File: config.mk
export PLATFORM = sky130hd
export DESIGN_NAME = uart_frame_engine
export DESIGN_NICKNAME = d
export VERILOG_FILES = /design/src/rtl/uart_frame_pkg.sv /design/src/rtl/uart_fmt_tx.sv /design/src/rtl/uart_fmt_rx.sv /design/src/rtl/uart_frame_engine.sv
export SDC_FILE = /design/constraint.sdc
export NUM_CORES = 1
export LEC_CHECK = 0
export ABC_CLOCK_PERIOD_IN_PS = 2300
export BUFFER_PORTS_ARGS = -buffer_cell sky130_fd_sc_hd__buf_2
export CAP_MARGIN = 30
export CORE_MARGIN = 4
export CORE_UTILIZATION = 40
export CTS_CLUSTER_DIAMETER = 60
export DETAILED_ROUTE_END_ITERATION = 7
export GPL_TIMING_DRIVEN = 0
export PLACE_DENSITY = 0.6
export SETUP_SLACK_MARGIN = 0.1
export SYNTH_ARGS = -nofsm -noshare
export SYNTH_HDL_FRONTEND = slang
export SYNTH_HIERARCHICAL = 1
export SYNTH_SLANG_ARGS = --single-unit
export TNS_END_PERCENT = 100
File: constraint.sdc
create_clock -name clk -period 2.3 [get_ports clk]
set_clock_uncertainty 0.1 [all_clocks]
set_input_delay 0.23 -clock clk [delete_from_list [all_inputs] [get_ports clk]]
set_output_delay 0.23 -clock clk [all_outputs]
set_load 0.005 [all_outputs]
File: src/rtl/uart_frame_pkg.sv
package uart_frame_pkg;

  localparam int CB_EN       = 0;
  localparam int CB_WLS_LO   = 8;
  localparam int CB_TWO_STOP = 12;
  localparam int CB_PAR_EN   = 14;
  localparam int CB_PAR_EVEN = 15;
  localparam int CB_STICK    = 16;
  localparam int CB_FORCE_PE = 17;
  localparam int CB_FORCE_FE = 18;
  localparam int CB_BREAK    = 19;

  typedef struct packed {
    logic       en;
    logic [1:0] wls;
    logic       two_stop;
    logic       par_en;
    logic       par_even;
    logic       par_stick;
    logic       force_pe;
    logic       force_fe;
    logic       brk;
  } fmt_t;

  typedef enum logic [2:0] {
    FS_IDLE, FS_START, FS_DATA, FS_PAR, FS_STOP, FS_HOLD
  } frame_st_t;

  function automatic fmt_t decode_ctrl(input logic [31:0] c);
    fmt_t f;
    f.en        = c[CB_EN];
    f.wls       = c[CB_WLS_LO+1:CB_WLS_LO];
    f.two_stop  = c[CB_TWO_STOP];
    f.par_en    = c[CB_PAR_EN];
    f.par_even  = c[CB_PAR_EVEN];
    f.par_stick = c[CB_STICK];
    f.force_pe  = c[CB_FORCE_PE];
    f.force_fe  = c[CB_FORCE_FE];
    f.brk       = c[CB_BREAK];
    return f;
  endfunction

  function automatic logic [7:0] len_mask(input logic [1:0] wls);
    return 8'hFF >> (2'd3 - wls);
  endfunction

  function automatic logic parity_bit(input logic [7:0] d, input logic [1:0] wls,
                                      input logic even, input logic stick);
    logic [7:0] m;
    m = d & len_mask(wls);
    if (stick) return ~even;
    return even ? ^m : ~^m;
  endfunction

endpackage

File: src/rtl/uart_fmt_tx.sv
module uart_fmt_tx
  import uart_frame_pkg::*;
#(
  parameter int OVS = 16
) (
  input  logic       clk,
  input  logic       rst_n,
  input  logic       en,
  input  logic [1:0] wls,
  input  logic       two_stop,
  input  logic       par_en,
  input  logic       par_even,
  input  logic       par_stick,
  input  logic       force_pe,
  input  logic       force_fe,
  input  logic       brk,
  input  logic       tick,
  input  logic       wr_en,
  input  logic [7:0] wr_data,
  output logic       txd,
  output logic       thre,
  output logic       temt
);

  localparam int OS_W = (OVS > 1) ? $clog2(OVS) : 1;
  localparam logic [OS_W-1:0] OS_LAST = OS_W'(OVS - 1);

  frame_st_t       st_q, st_d;
  logic [OS_W-1:0] os_q, os_d;
  logic [2:0]      bit_q, bit_d;
  logic            stop2_q, stop2_d;
  logic [7:0]      hold_q, hold_d;
  logic            full_q, full_d;
  logic [7:0]      sh_q, sh_d;
  logic            par_q, par_d;
  logic            txd_q, txd_d;
  logic            bit_end;
  logic [2:0]      last_idx;

  assign bit_end  = tick && (os_q == OS_LAST);
  assign last_idx = {1'b0, wls} + 3'd4;

  always_comb begin
    st_d    = st_q;
    os_d    = os_q;
    bit_d   = bit_q;
    stop2_d = stop2_q;
    hold_d  = hold_q;
    full_d  = full_q;
    sh_d    = sh_q;
    par_d   = par_q;

    if (!en) begin
      st_d = FS_IDLE;
      os_d = '0;
    end else if (st_q == FS_IDLE) begin
      if (tick && full_q) begin
        st_d   = FS_START;
        os_d   = '0;
        sh_d   = hold_q;
        par_d  = parity_bit(hold_q, wls, par_even, par_stick);
        full_d = 1'b0;
      end
    end else if (tick) begin
      os_d = bit_end ? '0 : os_q + 1'b1;
      if (bit_end) begin
        unique case (st_q)
          FS_START: begin
            st_d  = FS_DATA;
            bit_d = '0;
          end
          FS_DATA: begin
            sh_d  = sh_q >> 1;
            bit_d = bit_q + 1'b1;
            if (bit_q == last_idx) begin
              st_d    = par_en ? FS_PAR : FS_STOP;
              stop2_d = 1'b0;
            end
          end
          FS_PAR: begin
            st_d    = FS_STOP;
            stop2_d = 1'b0;
          end
          FS_STOP: begin
            if (two_stop && !stop2_q) stop2_d = 1'b1;
            else                      st_d    = FS_IDLE;
          end
          default: st_d = FS_IDLE;
        endcase
      end
    end

    if (wr_en && !full_q) begin
      hold_d = wr_data;
      full_d = 1'b1;
    end
  end

  always_comb begin
    if (!en)     txd_d = 1'b1;
    else if (brk) txd_d = 1'b0;
    else begin
      unique case (st_d)
        FS_START: txd_d = 1'b0;
        FS_DATA:  txd_d = sh_d[0];
        FS_PAR:   txd_d = par_d ^ force_pe;
        FS_STOP:  txd_d = ~force_fe;
        default:  txd_d = 1'b1;
      endcase
    end
  end

  always_ff @(posedge clk or negedge rst_n) begin
    if (!rst_n) begin
      st_q    <= FS_IDLE;
      os_q    <= '0;
      bit_q   <= '0;
      stop2_q <= 1'b0;
      hold_q  <= '0;
      full_q  <= 1'b0;
      sh_q    <= '0;
      par_q   <= 1'b0;
      txd_q   <= 1'b1;
    end else begin
      st_q    <= st_d;
      os_q    <= os_d;
      bit_q   <= bit_d;
      stop2_q <= stop2_d;
      hold_q  <= hold_d;
      full_q  <= full_d;
      sh_q    <= sh_d;
      par_q   <= par_d;
      txd_q   <= txd_d;
    end
  end

  assign txd  = txd_q;
  assign thre = ~full_q;
  assign temt = ~full_q && (st_q == FS_IDLE);

endmodule

File: src/rtl/uart_fmt_rx.sv
module uart_fmt_rx
  import uart_frame_pkg::*;
#(
  parameter int OVS = 16
) (
  input  logic       clk,
  input  logic       rst_n,
  input  logic       en,
  input  logic [1:0] wls,
  input  logic       par_en,
  input  logic       par_even,
  input  logic       par_stick,
  input  logic       tick,
  input  logic       rxd,
  input  logic       rd_en,
  output logic [7:0] rx_data,
  output logic       dr,
  output logic       oe,
  output logic       pe,
  output logic       fe,
  output logic       bi
);

  localparam int OS_W = (OVS > 1) ? $clog2(OVS) : 1;
  localparam logic [OS_W-1:0] OS_LAST = OS_W'(OVS - 1);
  localparam logic [OS_W-1:0] OS_HALF = OS_W'(OVS / 2 - 1);

  logic            s1_q, s2_q;
  frame_st_t       st_q, st_d;
  logic [OS_W-1:0] os_q, os_d;
  logic [2:0]      bit_q, bit_d;
  logic [7:0]      sh_q, sh_d;
  logic            par_q, par_d;
  logic            zero_q, zero_d;
  logic            done;
  logic [7:0]      buf_q, buf_d;
  logic            dr_q, dr_d, oe_q, oe_d, pe_q, pe_d, fe_q, fe_d, bi_q, bi_d;
  logic            is_brk, is_pe, is_fe;
  logic [7:0]      aligned;
  logic [2:0]      last_idx;
  logic            samp;

  assign last_idx = {1'b0, wls} + 3'd4;
  assign samp     = tick && (os_q == OS_LAST);

  always_ff @(posedge clk or negedge rst_n) begin
    if (!rst_n) begin
      s1_q <= 1'b1;
      s2_q <= 1'b1;
    end else begin
      s1_q <= rxd;
      s2_q <= s1_q;
    end
  end

  always_comb begin
    st_d   = st_q;
    os_d   = os_q;
    bit_d  = bit_q;
    sh_d   = sh_q;
    par_d  = par_q;
    zero_d = zero_q;
    done   = 1'b0;

    if (!en) begin
      st_d = FS_IDLE;
      os_d = '0;
    end else begin
      unique case (st_q)
        FS_IDLE: begin
          if (tick && !s2_q) begin
            st_d = FS_START;
            os_d = '0;
          end
        end
        FS_START: begin
          if (tick) begin
            os_d = os_q + 1'b1;
            if (os_q == OS_HALF) begin
              os_d = '0;
              if (!s2_q) begin
                st_d   = FS_DATA;
                bit_d  = '0;
                sh_d   = '0;
                zero_d = 1'b1;
              end else begin
                st_d = FS_IDLE;
              end
            end
          end
        end
        FS_DATA, FS_PAR, FS_STOP: begin
          if (tick) os_d = samp ? '0 : os_q + 1'b1;
          if (samp) begin
            if (st_q == FS_DATA) begin
              sh_d   = {s2_q, sh_q[7:1]};
              zero_d = zero_q & ~s2_q;
              bit_d  = bit_q + 1'b1;
              if (bit_q == last_idx) st_d = par_en ? FS_PAR : FS_STOP;
            end else if (st_q == FS_PAR) begin
              par_d  = s2_q;
              zero_d = zero_q & ~s2_q;
              st_d   = FS_STOP;
            end else begin
              done = 1'b1;
              st_d = s2_q ? FS_IDLE : FS_HOLD;
            end
          end
        end
        FS_HOLD: begin
          if (s2_q) st_d = FS_IDLE;
        end
        default: st_d = FS_IDLE;
      endcase
    end
  end

  always_comb begin
    is_brk  = zero_q && !s2_q;
    aligned = is_brk ? 8'h00 : (sh_q >> (2'd3 - wls));
    is_fe   = !s2_q && !is_brk;
    is_pe   = par_en && !is_brk &&
              (par_q != parity_bit(aligned, wls, par_even, par_stick));

    buf_d = buf_q;
    dr_d  = dr_q;
    oe_d  = oe_q;
    pe_d  = pe_q;
    fe_d  = fe_q;
    bi_d  = bi_q;
    if (done && dr_q && !rd_en) begin
      oe_d = 1'b1;
    end else if (done) begin
      buf_d = aligned;
      dr_d  = 1'b1;
      oe_d  = 1'b0;
      pe_d  = is_pe;
      fe_d  = is_fe;
      bi_d  = is_brk;
    end else if (rd_en) begin
      dr_d = 1'b0;
      oe_d = 1'b0;
      pe_d = 1'b0;
      fe_d = 1'b0;
      bi_d = 1'b0;
    end
  end

  always_ff @(posedge clk or negedge rst_n) begin
    if (!rst_n) begin
      st_q   <= FS_IDLE;
      os_q   <= '0;
      bit_q  <= '0;
      sh_q   <= '0;
      par_q  <= 1'b0;
      zero_q <= 1'b0;
      buf_q  <= '0;
      dr_q   <= 1'b0;
      oe_q   <= 1'b0;
      pe_q   <= 1'b0;
      fe_q   <= 1'b0;
      bi_q   <= 1'b0;
    end else begin
      st_q   <= st_d;
      os_q   <= os_d;
      bit_q  <= bit_d;
      sh_q   <= sh_d;
      par_q  <= par_d;
      zero_q <= zero_d;
      buf_q  <= buf_d;
      dr_q   <= dr_d;
      oe_q   <= oe_d;
      pe_q   <= pe_d;
      fe_q   <= fe_d;
      bi_q   <= bi_d;
    end
  end

  assign rx_data = buf_q;
  assign dr      = dr_q;
  assign oe      = oe_q;
  assign pe      = pe_q;
  assign fe      = fe_q;
  assign bi      = bi_q;

endmodule

File: src/rtl/uart_frame_engine.sv
module uart_frame_engine
  import uart_frame_pkg::*;
#(
  parameter int OVS = 16
) (
  input  logic        clk,
  input  logic        rst_n,
  input  logic [31:0] ctrl_word,
  input  logic        baud_tick,
  input  logic        tx_wr_en,
  input  logic [7:0]  tx_wr_data,
  input  logic        rx_rd_en,
  input  logic        rxd,
  output logic        txd,
  output logic [7:0]  rx_data,
  output logic [7:0]  line_status
);

  fmt_t cfg;
  logic thre, temt, dr, oe, pe, fe, bi;

  assign cfg = decode_ctrl(ctrl_word);

  uart_fmt_tx #(.OVS(OVS)) tx_i (
    .clk       (clk),
    .rst_n     (rst_n),
    .en        (cfg.en),
    .wls       (cfg.wls),
    .two_stop  (cfg.two_stop),
    .par_en    (cfg.par_en),
    .par_even  (cfg.par_even),
    .par_stick (cfg.par_stick),
    .force_pe  (cfg.force_pe),
    .force_fe  (cfg.force_fe),
    .brk       (cfg.brk),
    .tick      (baud_tick),
    .wr_en     (tx_wr_en),
    .wr_data   (tx_wr_data),
    .txd       (txd),
    .thre      (thre),
    .temt      (temt)
  );

  uart_fmt_rx #(.OVS(OVS)) rx_i (
    .clk       (clk),
    .rst_n     (rst_n),
    .en        (cfg.en),
    .wls       (cfg.wls),
    .par_en    (cfg.par_en),
    .par_even  (cfg.par_even),
    .par_stick (cfg.par_stick),
    .tick      (baud_tick),
    .rxd       (rxd),
    .rd_en     (rx_rd_en),
    .rx_data   (rx_data),
    .dr        (dr),
    .oe        (oe),
    .pe        (pe),
    .fe        (fe),
    .bi        (bi)
  );

  assign line_status = {temt, 1'b0, thre, bi, fe, pe, oe, dr};

endmodule

==> summary.txt <==
Global route
  • Vias in the first global route: 3009
  • Total global-route track usage: 0.1605
  • Largest net degree at the start of global routing: 66
  • Total gr overflow: 0
  • Antenna violations before repair: 0
  • First-pass GRT wire length: 14540 um

Clocking
  • Clock Sink Count: 65
  • Clock buffer depth: 2
  • Skew-Pair Late Insertion Delay: 0.35 ns
  • CTS tree: yes
  • CTS buffer count: 9
  • Clock Pin Slew Worst Setup and Hold Paths: 0.08 ns
  • Root Buffer: clkbuf_8
  • Max H-tree Level: 3

Layout
  • FF+latch area: 0.001632 mm2
  • Area Overhead vs Synth: 19.88%
  • Area occupied by multi-input gates: 0.002090 mm2
  • Share of cells above drive strength 1: 0.2705
  • FILL cells: 897
  • # nets final: 496
  • Diode count: 0

Yosys
  • Synth warnings: 6
  • Post-synthesis instance area: 0.003864 mm2
  • Mapped Nets: 434
  • Synthesized instance count: 384
  • Number of synthesized register bits: 65
  • Top_reg_cell synth: dfrtp_1
  • Share of the synthesized area in the top cell type: 0.4016
  • Seq/Total Area, Yosys: 0.4220
  • Syn Area/Cell: 10.06 um2
  • Synth cell types: 73
  • Leading area contributor after synthesis: dfrtp_1
  • Async SR Flop Fraction: 1.000
  • Main area contributors after synthesis: dfrtp_1, a22o_1, mux2i_1
  • Number of flops mapped to enable cells by yosys: 0

Timing
  • Slew headroom: 0.4445
  • Hold Vio Cnt, Final: 0
  • Final max-slew violation count: 0
  • Fmax: 0.4502 GHz
  • Period utilization: 0.9658
  • Setup_tns: 0 ns
  • Final Setup Violations: 0
  • Min Hold Slack: 0.01119 ns
  • Actual slew at the worst max-slew pin: 0.8332 ns
  • Final min period: 2.221 ns
  • RSZ-0062 raised after global routing: true

Setup path
  • Worst-path cell chain: or3_1 > buf_6 > nor2_8 > and2_4 > a221oi_2 > a31o_1 > a211o_1 > o211ai_2
  • Required @ worst endpoint: 2.46 ns
  • Worst Path Max Fanout: 7
  • Critical path launch point type: flop
  • RR Startpoint: tx_i/st_q[2]
  • Setup crit end kind: flop
  • Worst path slowest cell: dfrtp_2
  • Setup CP Type: flop to flop
  • Crit path to: tx_i/txd
  • Delay of the slowest critical-path stage: 0.45 ns
  • R2R cell count: 8
  • CP startpoint: tx_i/st_q[2]
  • Flop-to-flop setup slack: 0.08 ns
  • Reg-to-Reg End: tx_i/txd
  • Critical Path AT: 2.38 ns

Placement
  • Gp weighted congestion: 0.8302
  • IO Port Bufs: 38
  • Post-DP HPWL: 6012 um

Floorplanning
  • Initial cell density of the core: 0.4142
  • Die ar.: 0.01130 mm2
  • Io pins: 63
  • Die H: 106.3 um
  • Core ar.: 0.009328 mm2
  • # rows: 35
  • Die width: 106.3 um

Power
  • Peak VDD IR: 529.7 uV
  • PD cells: 712.7 mW/mm2
  • Tot Pwr: 0.003301 W
  • Leakage: 2.134 nW

Min path
  • HP Start: tx_wr_data[6]
  • HP Class: input port to flop

Drt
  • DR vias/cell: 5.284
  • Initial DRC Count: 122
  • Vias: 3065
  • Iteration count of the initial detailed-routing pass: 4
  • ANT nets after route: 0
  • Total Wirelength: 8477 um
  • DRC viols: 0
  • Wire length per cell: 14.62 um

Status
  • Run status: completed

Flow run
  • Maxcap violations: 0
-- how the worst min path moves through the flow --
| stage | slack [ns] | cells after the start | to |
|---|---|---|---|
| floorplan | -0.17 | 0 | rx_i/bi |
| finish | 0.01 | 2 | tx_i/hold_q[6] |
| CTS | 0.002 | 2 | tx_i/hold_q[6] |
| global placement | 0.24 | 1 | rx_i/s1_q |
| global route | 0.001 | 2 | tx_i/hold_q[6] |
| detailed placement | 0.24 | 1 | rx_i/s1_q |
-- stage by stage --
step / cells / cell area (um2) / worst slack (ns) / util
after floorplan: 384 / 3864 / 0.2138 / -
after global placement: 551 / 4215 / -0.09497 / 0.4519
after detailed placement: 551 / 4218 / -0.1159 / 0.4522
after CTS: 577 / 4553 / 0.01889 / 0.4881
after global routing: 580 / 4632 / -0.009425 / 0.4966
final: 580 / 4632 / 0.07868 / 0.4966
-- where the power goes --
part           leakage, nW  switching [W]  total (W)  internal (W)
Sequential           0.854       0.000122    0.00141       0.00128
Combinational         1.17       0.000380   0.000779      0.000400
Clock                0.106       0.000496    0.00111      0.000619
Total                 2.13       0.000997    0.00330       0.00230
-- state kept, by name, indices dropped and copies added (netlist names), 3 cells and up --
register and cells:
rx_i/sh_q 8, tx_i/bit_q 3, tx_i/hold_q 8, tx_i/sh_q 8, rx_i/rx_data 8, rx_i/st_q 3
tx_i/st_q 3, rx_i/os_q 4, tx_i/os_q 4, rx_i/bit_q 3
-- layout by cell type (no fill, tap or decap), types with 6 or more instances in the layout --
| master | count |
|---|---|
| dfrtp_1 | 61 |
| buf_2 | 40 |
| nand2_1 | 40 |
| nor2_1 | 24 |
| a22o_1 | 20 |
| o21ai_0 | 17 |
| mux2i_1 | 16 |
| buf_4 | 15 |
| nor2b_1 | 11 |
| mux2_2 | 11 |
| nand2b_1 | 10 |
| clkbuf_8 | 9 |
| inv_1 | 9 |
| nand3_1 | 9 |
| a21oi_1 | 9 |
| clkbuf_1 | 8 |
| xnor2_1 | 8 |
| dlygate4sd3_1 | 7 |
| xor2_1 | 7 |
| and2_1 | 6 |
-- routing by layer --
| layer | share of wire | vias up | GRT usage |
|---|---|---|---|
| met3 | 0.039 | 9 | 0.03461 |
| met4 | 0.013 | 0 | 0.05828 |
| li1 | - | 1507 | - |
| met2 | 0.48 | 66 | 0.2566 |
| met1 | 0.47 | 1483 | 0.2141 |
| met5 | 0 | - | 0 |
-- final cells by class --
| cell class | count | share of cell area |
|---|---|---|
| plain buffers | 29 | 0.03944 |
| clock buffers | 9 | 0.02674 |
| clock inverters | 7 | 0.02188 |
| inverters | 9 | 0.007293 |
| multi-input cells | 281 | 0.4511 |
| flip-flops and latches | 65 | 0.3522 |
| well taps | 129 | 0.03485 |
| repair buffers | 51 | 0.06645 |
-- kinds of logic (layout without fill, tap and decap cells) --
| logic type | count (synthesis) | after routing | share of synthesized area |
|---|---|---|---|
| flops | 65 | 65 | 0.4220 |
| other cells | 1 | 1 | 0.0009706 |
| xor+xnor | 19 | 19 | 0.05602 |
| compound gates | 91 | 91 | 0.1797 |
| fa+ha+maj | 4 | 4 | 0.01295 |
| buf+inv | 38 | 105 | 0.05343 |
| mux | 29 | 29 | 0.07901 |
| simple gates | 137 | 137 | 0.1959 |
-- critical path: cells and delay by family, from the launching register on --
family / cells / cell delay [ns]
AOI/OAI and AO/OA: 4 / 0.69
and+or+nand+nor: 3 / 0.74
DFF: 1 / 0.45
buffers and inverters: 1 / 0.15
-- what timing repair did --
item | in CTS | in global routing
resized for setup | 7 | 21
gates cloned | 0 | 0
buffers inserted | 4 | 2
pin swaps | 4 | 3
hold buffers | 6 | 1
endpoints found under the hold margin | 67 | 1
setup endpoints to repair | 11 | 21
-- synthesized netlist by cell type (9+ instances only) --
master and count:
mux2_2 11, a21oi_1 9, a22o_1 20, dfrtp_1 62, inv_1 9, nand3_1 9, clkbuf_1 14, nor2b_1 12
o21ai_0 19, nor2_1 24, nand2_1 41, mux2i_1 17, nand2b_1 10
Power figures use the tool's default switching activity.
